### config.mk
export PLATFORM = sky130hd
export DESIGN_NAME = serclk_div
export DESIGN_NICKNAME = d
export VERILOG_FILES = /design/src/rtl/serclk_pkg.sv /design/src/rtl/serclk_ctrl.sv /design/src/rtl/serclk_engine.sv /design/src/rtl/serclk_div.sv
export SDC_FILE = /design/constraint.sdc
export NUM_CORES = 1
export LEC_CHECK = 0
export BUFFER_PORTS_ARGS = -buffer_cell sky130_fd_sc_hd__buf_2
export CAP_MARGIN = 20
export CORE_ASPECT_RATIO = 2
export CORE_MARGIN = 8
export CORE_UTILIZATION = 51
export CTS_BUF_LIST = sky130_fd_sc_hd__clkbuf_4 sky130_fd_sc_hd__clkbuf_8
export DETAILED_ROUTE_END_ITERATION = 10
export PLACE_DENSITY = 0.78
export SYNTH_ARGS = -nofsm -noshare
export SYNTH_HDL_FRONTEND = slang
export SYNTH_SLANG_ARGS = --single-unit
### constraint.sdc
create_clock -name clk -period 2.42 [get_ports clk]
set_input_delay 0 -clock clk [delete_from_list [all_inputs] [get_ports clk]]
set_output_delay 0 -clock clk [all_outputs]
set_load 0.005 [all_outputs]
### src/rtl/serclk_pkg.sv
package serclk_pkg;
   // bit positions of the control word fields
   localparam int EN_POS  = 0;
   localparam int STB_POS = 1;
   localparam int DIV_POS = 8;
endpackage

### src/rtl/serclk_ctrl.sv
module serclk_ctrl #(
   parameter  int DIV_W  = 8,
   localparam int WORD_W = serclk_pkg::DIV_POS + DIV_W
) (
   input  logic              clk,
   input  logic              rst_n,
   input  logic              wr_i,
   input  logic [WORD_W-1:0] wdata_i,
   input  logic              stable_i,
   output logic              en_o,
   output logic [DIV_W-1:0]  div_o,
   output logic [DIV_W-1:0]  div_nxt_o,
   output logic [WORD_W-1:0] rdata_o
);
   import serclk_pkg::*;

   logic             en_q;
   logic [DIV_W-1:0] div_q;

   always_ff @(posedge clk or negedge rst_n) begin
      if (!rst_n) begin
         en_q  <= 1'b0;
         div_q <= '0;
      end else if (wr_i) begin
         en_q  <= wdata_i[EN_POS];
         div_q <= wdata_i[DIV_POS +: DIV_W];
      end
   end

   // value the divider register holds after this edge
   assign div_nxt_o = wr_i ? wdata_i[DIV_POS +: DIV_W] : div_q;
   assign en_o      = en_q;
   assign div_o     = div_q;

   // readback assembly, reserved bits tied low
   for (genvar b = 0; b < WORD_W; b++) begin : g_rd
      if (b == EN_POS) begin : g_en
         assign rdata_o[b] = en_q;
      end else if (b == STB_POS) begin : g_stb
         assign rdata_o[b] = stable_i;
      end else if (b >= DIV_POS) begin : g_div
         assign rdata_o[b] = div_q[b - DIV_POS];
      end else begin : g_rsv
         assign rdata_o[b] = 1'b0;
      end
   end

   // a write lands in the run bit and divider field
   a_r2_write_lands : assert property (@(posedge clk) disable iff (!rst_n)
      wr_i |=> (en_o == $past(wdata_i[EN_POS])) &&
               (div_o == $past(wdata_i[DIV_POS +: DIV_W])));

   // fields hold without a write
   a_r2_fields_hold : assert property (@(posedge clk) disable iff (!rst_n)
      !wr_i |=> $stable(div_o) && $stable(en_o));
endmodule

### src/rtl/serclk_engine.sv
module serclk_engine #(
   parameter  int DIV_W         = 8,
   parameter  int SETTLE_HALVES = 2,
   localparam int SET_W         = $clog2(SETTLE_HALVES + 1)
) (
   input  logic             clk,
   input  logic             rst_n,
   input  logic             run_i,
   input  logic             wr_i,
   input  logic [DIV_W-1:0] div_nxt_i,
   input  logic             cpol_i,
   output logic             sclk_o,
   output logic             stable_o
);
   localparam logic [SET_W-1:0] SETTLE_V = SET_W'(SETTLE_HALVES);

   logic [DIV_W-1:0] act_q;
   logic [DIV_W-1:0] cnt_q;
   logic [DIV_W-1:0] term_w;
   logic             phase_q;
   logic             pend_q;
   logic [SET_W-1:0] settle_q;
   logic             bnd_w;

   // last count of a half-period; divider 0 behaves as 1
   assign term_w = (act_q == '0) ? '0 : act_q - 1'b1;
   assign bnd_w  = run_i && (cnt_q == term_w);

   always_ff @(posedge clk or negedge rst_n) begin
      if (!rst_n) begin
         act_q    <= '0;
         cnt_q    <= '0;
         phase_q  <= 1'b0;
         pend_q   <= 1'b0;
         settle_q <= '0;
      end else if (!run_i) begin
         act_q    <= div_nxt_i;
         cnt_q    <= '0;
         phase_q  <= 1'b0;
         pend_q   <= 1'b0;
         settle_q <= '0;
      end else if (bnd_w) begin
         act_q   <= div_nxt_i;
         cnt_q   <= '0;
         phase_q <= ~phase_q;
         pend_q  <= 1'b0;
         if (pend_q || wr_i) begin
            settle_q <= '0;
         end else if (settle_q != SETTLE_V) begin
            settle_q <= settle_q + 1'b1;
         end
      end else begin
         cnt_q <= cnt_q + 1'b1;
         if (wr_i) begin
            pend_q   <= 1'b1;
            settle_q <= '0;
         end
      end
   end

   assign sclk_o   = run_i ? (cpol_i ^ phase_q) : cpol_i;
   assign stable_o = run_i && !pend_q && (settle_q == SETTLE_V);

   // the output level changes only when a half-period has ended
   a_r8_edge_at_term : assert property (@(posedge clk) disable iff (!rst_n)
      (run_i && $past(run_i) && (phase_q != $past(phase_q)))
         |-> ($past(cnt_q) == $past(term_w)));

   // the count never passes the end of the current half-period
   a_r8_cnt_range : assert property (@(posedge clk) disable iff (!rst_n)
      run_i |-> (cnt_q <= term_w));

   // a write always removes the lock indication
   a_r7_write_drops : assert property (@(posedge clk) disable iff (!rst_n)
      wr_i |=> !stable_o);

   // lock rises only right after a half-period boundary
   a_r9_rise_at_edge : assert property (@(posedge clk) disable iff (!rst_n)
      $rose(stable_o) |-> $past(bnd_w));

   // stopped output moves only with the polarity input
   a_r5_idle_quiet : assert property (@(posedge clk) disable iff (!rst_n)
      (!run_i && $past(!run_i) && $stable(cpol_i)) |-> $stable(sclk_o));
endmodule

### src/rtl/serclk_div.sv
module serclk_div #(
   parameter int DIV_W         = 8,
   parameter int SETTLE_HALVES = 2
) (
   input  logic                                clk,
   input  logic                                rst_n,
   input  logic                                wr_i,
   input  logic [serclk_pkg::DIV_POS+DIV_W-1:0] wdata_i,
   output logic [serclk_pkg::DIV_POS+DIV_W-1:0] rdata_o,
   input  logic                                cpol_i,
   output logic                                sclk_o
);
   localparam int WAIT_LIMIT = (SETTLE_HALVES + 2) * (2 ** DIV_W) + 4;
   localparam int WT_W       = $clog2(WAIT_LIMIT + 1);

   if (DIV_W < 1 || DIV_W > 16) begin : g_bad_div
      $error("serclk_div: DIV_W must lie in 1..16");
   end
   if (SETTLE_HALVES < 1 || SETTLE_HALVES > 8) begin : g_bad_settle
      $error("serclk_div: SETTLE_HALVES must lie in 1..8");
   end

   logic             run_w;
   logic             stable_w;
   logic [DIV_W-1:0] div_w;
   logic [DIV_W-1:0] div_nxt_w;

   serclk_ctrl #(.DIV_W(DIV_W)) u_ctrl (
      .clk       (clk),
      .rst_n     (rst_n),
      .wr_i      (wr_i),
      .wdata_i   (wdata_i),
      .stable_i  (stable_w),
      .en_o      (run_w),
      .div_o     (div_w),
      .div_nxt_o (div_nxt_w),
      .rdata_o   (rdata_o)
   );

   serclk_engine #(.DIV_W(DIV_W), .SETTLE_HALVES(SETTLE_HALVES)) u_engine (
      .clk       (clk),
      .rst_n     (rst_n),
      .run_i     (run_w),
      .wr_i      (wr_i),
      .div_nxt_i (div_nxt_w),
      .cpol_i    (cpol_i),
      .sclk_o    (sclk_o),
      .stable_o  (stable_w)
   );

   // watch window: cycles spent running without lock since the last write
   logic [WT_W-1:0] wait_q;
   always_ff @(posedge clk or negedge rst_n) begin
      if (!rst_n) begin
         wait_q <= '0;
      end else if (!run_w || stable_w || wr_i) begin
         wait_q <= '0;
      end else if (wait_q != WT_W'(WAIT_LIMIT)) begin
         wait_q <= wait_q + 1'b1;
      end
   end

   // lock returns within a bounded number of cycles
   a_r9_bounded_settle : assert property (@(posedge clk) disable iff (!rst_n)
      wait_q < WT_W'(WAIT_LIMIT));

   // no lock while stopped, observed at the word
   a_r10_stopped_unlocked : assert property (@(posedge clk) disable iff (!rst_n)
      !rdata_o[serclk_pkg::EN_POS] |-> !rdata_o[serclk_pkg::STB_POS]);

   // divider register unused here beyond readback
   logic unused_w;
   assign unused_w = ^div_w;
endmodule

==> reports/qor.yml, run 1 <==
cts_inserted_buffers: 5
max_freq_mhz: 403
grt_max_degree: 30
synth_most_common_cell: "dfrtp_1"
placed_cell_area_sq_mm: 0.00196
synthCells: 166
cp_slowest_cell: "or4b_4"
setup_viol: 9
synth.largest_area_cell: "dfrtp_1"
critPathRequiredTime_ps: 2590
vias: 1474
grt_first_pass_wirelength_um: 7270
antenna_found_initial: 0
synth_edf_count: 0
final.period_utilization_pct: 103
fin_crit_ps: 2480
tightestPinTransition_ps: 644
synthArstFlopShare_pct: 100
cp-end-kind: "flip-flop"
wl_per_cell_um: 17.6
vias_per_cell: 5.90
die_h_um: 99.0
powerDensity_mw_per_mm2: 651
setup_slack_ps: -61.0
crit_buf_inv: 2
synth-main-ff-cell: "dfrtp_1"
intPower_mw: 0.995
portBuffers: 23
start_kind: "flip-flop"
synth_cell_type_count: 51
die-area_sq_mm: 0.00570
syn_area_sq_mm: 0.00176
avgSynthCellArea_sq_um: 10.6
slew_headroom_pct: 57.0
remaining_drc_errors: 0
power_switching_mw: 0.447
synth_top_area_share_pct: 41.3
synth_warnings: 0
crit_chain: "inv_2 > ha_4 > or4b_4 > o22ai_1 > nor3b_4 > o221ai_2 > o21ai_4 > buf_12 > mux2_2"
nets: 239
dr.first_iter.drc_count: 63
clock_sinks: 29
syn2layout_area_growth_pct: 26.0
worstSetupPathType: "reg -> reg"
cts_root_buf: "clkbuf_8"
violations: "negative setup slack"
htree_levels: 2
synth_common_cells: "dfrtp_1, mux2_2, nor2_1"
grt.total_usage_pct: 16.7
rsz0062_at_grt: "yes"
worst_path_largest_cell_delay_ps: 490
cp_max_fo: 10
clock_power_share_pct: 29.2
grt_overflow: 0
place.gp.congestion: 0.937
synth-seq-area-share_pct: 41.3
maxCapViolCount: 0
p_leak_nw: 0.982
final_hold_viol_count: 0
detail-route-antenna-nets: 0
drive_gt1_share_pct: 37.3
vdd_drop_max_mv: 0.432
power_switching_share_pct: 31.0
core-area_sq_mm: 0.00334
firstDrtPassIters: 5
cts_buffer_depth: 2
worstHoldPathType: "in -> reg"
fin_area_sq_mm: 0.00221
clk-insertion-delay-late_ps: 290
dp_slack_ps: -99.0
power_frac_seq_pct: 40.0
ios: 37
hpwl_um: 3170
cts.clk_slew.worst_paths_ps: 60
synthTopCellsByArea: "dfrtp_1, mux2_2, xor2_1"
ys_seq_elements: 29
grt_pass1_vias: 1550
cts_tree: "yes"
die_w_um: 57.5
routed_wl_um: 4390
power_frac_comb_pct: 30.8
outcome: "complete, but fails checks"
worstPathArrival_ps: 2650
path_delay_family: "simple AND/OR/NAND/NOR gates"
initial_core_util_pct: 52.6
finalMaxSlewViolations: 0
fp-row-count: 30
fin_worst_skew_ps: 6.20
## cell families after synthesis
group / count (synthesis) / share of synthesized area, %
flip-flops: 29 / 41.3
AND/OR/NAND/NOR: 60 / 20.9
XOR/XNOR: 11 / 5.48
other: 1 / 0.213
buffers and inverters: 22 / 8.04
AO/OA/AOI/OAI: 24 / 11.5
multiplexers: 16 / 10.5
adder cells (fa/ha/maj): 3 / 2.14
## what timing repair did
action,4_1_cts,5_1_grt
pin swaps,3,1
setup buffers,2,2
hold endpoints to repair,38,0
hold buffers,10,0
endpoints found under the setup margin,9,19
gates resized for setup,2,4
## stage by stage
step	setup TNS (ps)	hold slack, ps	cells	total power [mW]	utilization [%]
2_1_floorplan	-223	-296	171	0.844	-
3_5_place_dp	-772	58.9	227	0.979	58.7
3_3_place_gp	-539	40.5	227	0.963	58.7
4_1_cts	-469	69.4	247	1.43	65.2
6_report	-376	76.1	250	1.44	66.3
5_1_grt	-1760	91.7	249	1.51	66.2
## routing by layer
layer  up-vias  track usage (%)  share of wire, %
met3        23             4.44               4.8
met5         -                0                 0
met2        47             31.1                57
met1       713             14.2                33
li1        691                -                 -
met4         0             12.1               5.0
## sequential cells by signal (all words and copies together) (netlist names)
register,cells
u_engine.settle_q,2
u_engine.pend_q,1
u_ctrl.en_o,1
u_ctrl.div_o,8
u_engine.act_q,8
u_engine.phase_q,1
u_engine.cnt_q,8
## power by group through the flow
stage	Clock [mW]	Combinational, mW	Sequential, mW
3_5_place_dp	0	0.394	0.585
2_1_floorplan	0	0.266	0.578
6_report	0.421	0.444	0.577
3_3_place_gp	0	0.381	0.582
4_1_cts	0.432	0.420	0.576
5_1_grt	0.454	0.477	0.583
## cells in the final DEF (no fill, tap or decap), types with 4 or more instances in the layout
master | synthesis | layout
dfrtp_1 | 29 | 29
buf_2 | 2 | 23
buf_4 | 8 | 19
nor2_1 | 14 | 14
mux2_2 | 15 | 14
dlygate4sd3_1 | 0 | 10
nand3_1 | 8 | 8
xor2_1 | 8 | 7
conb_1 | 1 | 6
clkbuf_8 | 0 | 6
nor3_1 | 5 | 5
inv_1 | 7 | 5
nand2_1 | 4 | 4
## cell type report
cell class                      instances  area [sq um]
Fill cell                             260          1130
Multi-Input combinational cell        120           946
Sequential cell                        29           726
Timing Repair Buffer                   53           378
Clock buffer                            6          82.6
Tap cell                               32          40.0
Inverter                                7          26.3
Clock inverter                          2          13.8
Antenna cell                            1          2.50
## worst register-to-register path, delay by kind of cell (launching register included)
kind	cells	cell delay, ps
and+or+nand+nor	2	720
DFF	1	420
buffers and inverters	2	250
muxes	1	330
adders and majority gates	1	150
AOI/OAI and AO/OA	3	520
## worst paths after layout
path | endpoint | slack (ps) | cells past startpoint | startpoint
max reg2reg | u_engine.act_q[0] | -60 | 9 | u_engine.act_q[0]
min in group asynchronous | u_ctrl.div_o[4] | 270 | 2 | rst_n
min | u_ctrl.en_o | 80 | 3 | wr_i
max | u_engine.act_q[0] | -60 | 9 | u_engine.act_q[0]
min reg2reg | u_ctrl.div_o[1] | 520 | 1 | u_ctrl.div_o[1]
max in group asynchronous | u_engine.cnt_q[4] | 1730 | 2 | rst_n
(Power assumes the default switching activity.)
==> run 2, diff against run 1 <==
--- a/config.mk
+++ b/config.mk
@@ -5,14 +5,15 @@
 export SDC_FILE = /design/constraint.sdc
 export NUM_CORES = 1
 export LEC_CHECK = 0
+export ABC_AREA = 1
 export BUFFER_PORTS_ARGS = -buffer_cell sky130_fd_sc_hd__buf_2
 export CAP_MARGIN = 20
 export CORE_ASPECT_RATIO = 2
 export CORE_MARGIN = 8
-export CORE_UTILIZATION = 51
+export CORE_UTILIZATION = 50
 export CTS_BUF_LIST = sky130_fd_sc_hd__clkbuf_4 sky130_fd_sc_hd__clkbuf_8
 export DETAILED_ROUTE_END_ITERATION = 10
-export PLACE_DENSITY = 0.78
+export PLACE_DENSITY = 0.77
 export SYNTH_ARGS = -nofsm -noshare
 export SYNTH_HDL_FRONTEND = slang
 export SYNTH_SLANG_ARGS = --single-unit
==> run 2 against run 1 <==
The run now ends clean. Critical path depth up 6. Wire length shrank 16%. Clock skew is essentially flat. Core utilization shrank 4.7 points. Maximum frequency rose by 14%. Sequential power increased by 0.7%.
==> reports/qor.yml, run 2 <==
firstDrtPassIters: 4
slew_headroom_pct: 55.7
synth-main-ff-cell: "dfrtp_1"
fin_util_pct: 61.6
clk-insertion-delay-late_ps: 290
synth.largest_area_cell: "dfrtp_1"
dr.first_iter.drc_count: 28
critPathRequiredTime_ps: 2600
synth_most_common_cell: "nand2_1"
setup_viol: 0
portBuffers: 23
grt.total_usage_pct: 14.1
multi_input_area_sq_um: 782
htree_levels: 2
final_cell_mix: "nand2_1, dfrtp_1, buf_2, nor2_1, inv_1"
synth_cell_type_count: 27
synth_warnings: 0
final_hold_viol_count: 0
setup_slack_ps: 245
r2r_setup_slack_ps: 250
synthArstFlopShare_pct: 100
postCtsSetupBuffers: 0
vdd_drop_max_mv: 0.512
fp-row-count: 29
outcome: "complete, no violations"
final_common_cell: "nand2_1"
cts_inserted_buffers: 5
grt_overflow: 0
crit_top_cell: "nand2_1"
synthTopCellsByArea: "dfrtp_1, nand2_1, nor2_1"
synth_common_cells: "nand2_1, dfrtp_1, nor2_1"
fin_area_sq_mm: 0.00197
final.setup.tns_ps: 0
seq_area_sq_um: 726
ys_seq_elements: 29
cp_max_fo: 5
initial_core_util_pct: 52.1
cts_root_buf: "clkbuf_8"
die_w_um: 56.8
cts_hold_buffers: 10
cts-resized-gates: 0
worstSetupPathType: "reg -> reg"
finalMaxSlewViolations: 0
worstPathArrival_ps: 2350
tightestPinTransition_ps: 665
rsz0062_at_grt: "no"
fillCellCount: 277
routed_wl_um: 3700
grt_max_degree: 30
antenna_found_initial: 0
ios: 37
cp-end-kind: "flip-flop"
dpl.cell_count: 271
vias_per_cell: 4.99
synth-seq-area-share_pct: 43.6
crit_chain: "inv_1 > ha_1 > nand2_1 > nor2_2 > o211ai_1 > nand3_1 > nand2_1 > nor2_1 > nand2_1 > nor2_2 > nand2_1 > nand2_1 > nand2_1 > nand2_1 > nand2_1"
placed_cell_area_sq_mm: 0.00178
synthCells: 221
p_leak_nw: 1.05
cts_tree: "yes"
cp_slowest_cell: "dfrtp_1"
p_total_mw: 1.34
fin_worst_skew_ps: 5.70
clock_sinks: 29
avgSynthCellArea_sq_um: 7.52
cts_buffer_depth: 2
wl_per_cell_um: 12.8
maxCapViolCount: 0
die_h_um: 97.6
synth_edf_count: 0
cts.clk_slew.worst_paths_ps: 60
fin_cells: 289
max_freq_mhz: 460
powerDensity_mw_per_mm2: 682
hold_ws_ps: 66.6
nets: 280
worst_path_largest_cell_delay_ps: 400
final.period_utilization_pct: 89.9
die-area_sq_mm: 0.00554
dp_slack_ps: 287
fin_crit_ps: 2170
core-area_sq_mm: 0.00319
drive_gt1_share_pct: 20.5
vias: 1441
grt_pass1_vias: 1499
syn_area_sq_mm: 0.00166
diodes: 0
grt_first_pass_wirelength_um: 6270
min_path_cells: 3
remaining_drc_errors: 0
worstHoldPathType: "in -> reg"
start_kind: "flip-flop"
reg2reg_depth: 15
synth_top_area_share_pct: 43.6
syn2layout_area_growth_pct: 18.2
hpwl_um: 2680
detail-route-antenna-nets: 0
place.gp.congestion: 0.813
-- run 2: cell count changes in the layout (fill, tap and decap cells not counted), moves of 5 or more --
cell,before,now
nor2_1,14,20
nand3_1,8,13
mux2_2,14,0
nand2_2,0,5
inv_1,5,18
o21ai_1,0,7
nor2_2,0,8
nand2_1,4,78
buf_4,19,2
-- run 2: metal layers --
metal	share of wire (%)	vias up	global-route usage (%)
met1	36	660	11.6
met2	57	27	27.2
met5	0	-	0
met3	3.6	9	3.66
met4	2.9	0	8.73
li1	-	745	-
-- run 2: critical path, delay by kind of cell (launching register included) --
family	cells	cell delay (ps)
AOI/OAI and AO/OA	1	130
adders and majority gates	1	260
buffers and inverters	1	90
DFF	1	400
and+or+nand+nor	12	1180
-- run 2: report_power, final --
| part | leakage, nW | switching [mW] | total (mW) | internal [mW] |
|---|---|---|---|---|
| Combinational | 0.626 | 0.217 | 0.363 | 0.146 |
| Clock | 0.0484 | 0.186 | 0.395 | 0.210 |
| Sequential | 0.374 | 0.0458 | 0.581 | 0.535 |
-- run 2: cells by family (layout without fill, tap and decap cells) --
| group | Yosys count | after routing | synth area share, % |
|---|---|---|---|
| AOI/OAI and AO/OA | 15 | 15 | 5.79 |
| xor gates and xnor gates | 7 | 7 | 3.69 |
| adders and majority gates | 3 | 3 | 2.26 |
| buffers and inverters | 34 | 66 | 10.5 |
| DFF | 29 | 29 | 43.6 |
| other | 1 | 6 | 0.226 |
| and+or+nand+nor | 132 | 132 | 33.9 |
-- run 2: path summary, 6_finish.rpt --
check,start,end
worst max-delay path,u_engine.act_q[1],u_engine.settle_q[1]
worst max register to register,u_engine.act_q[1],u_engine.settle_q[1]
worst min register to register,u_engine.phase_q,u_engine.phase_q
worst min-delay path,wr_i,u_ctrl.en_o
max in group asynchronous,rst_n,u_engine.act_q[0]
min in group asynchronous,rst_n,u_engine.cnt_q[4]
-- run 2: cell type report --
cell class	instances	area share [%]
inverters	22	4.20
well taps	31	1.97
clock inverters	2	0.509
clock buffers	6	3.88
multi-input cells	163	39.8
repair buffers	36	12.7
flip-flops and latches	29	36.9
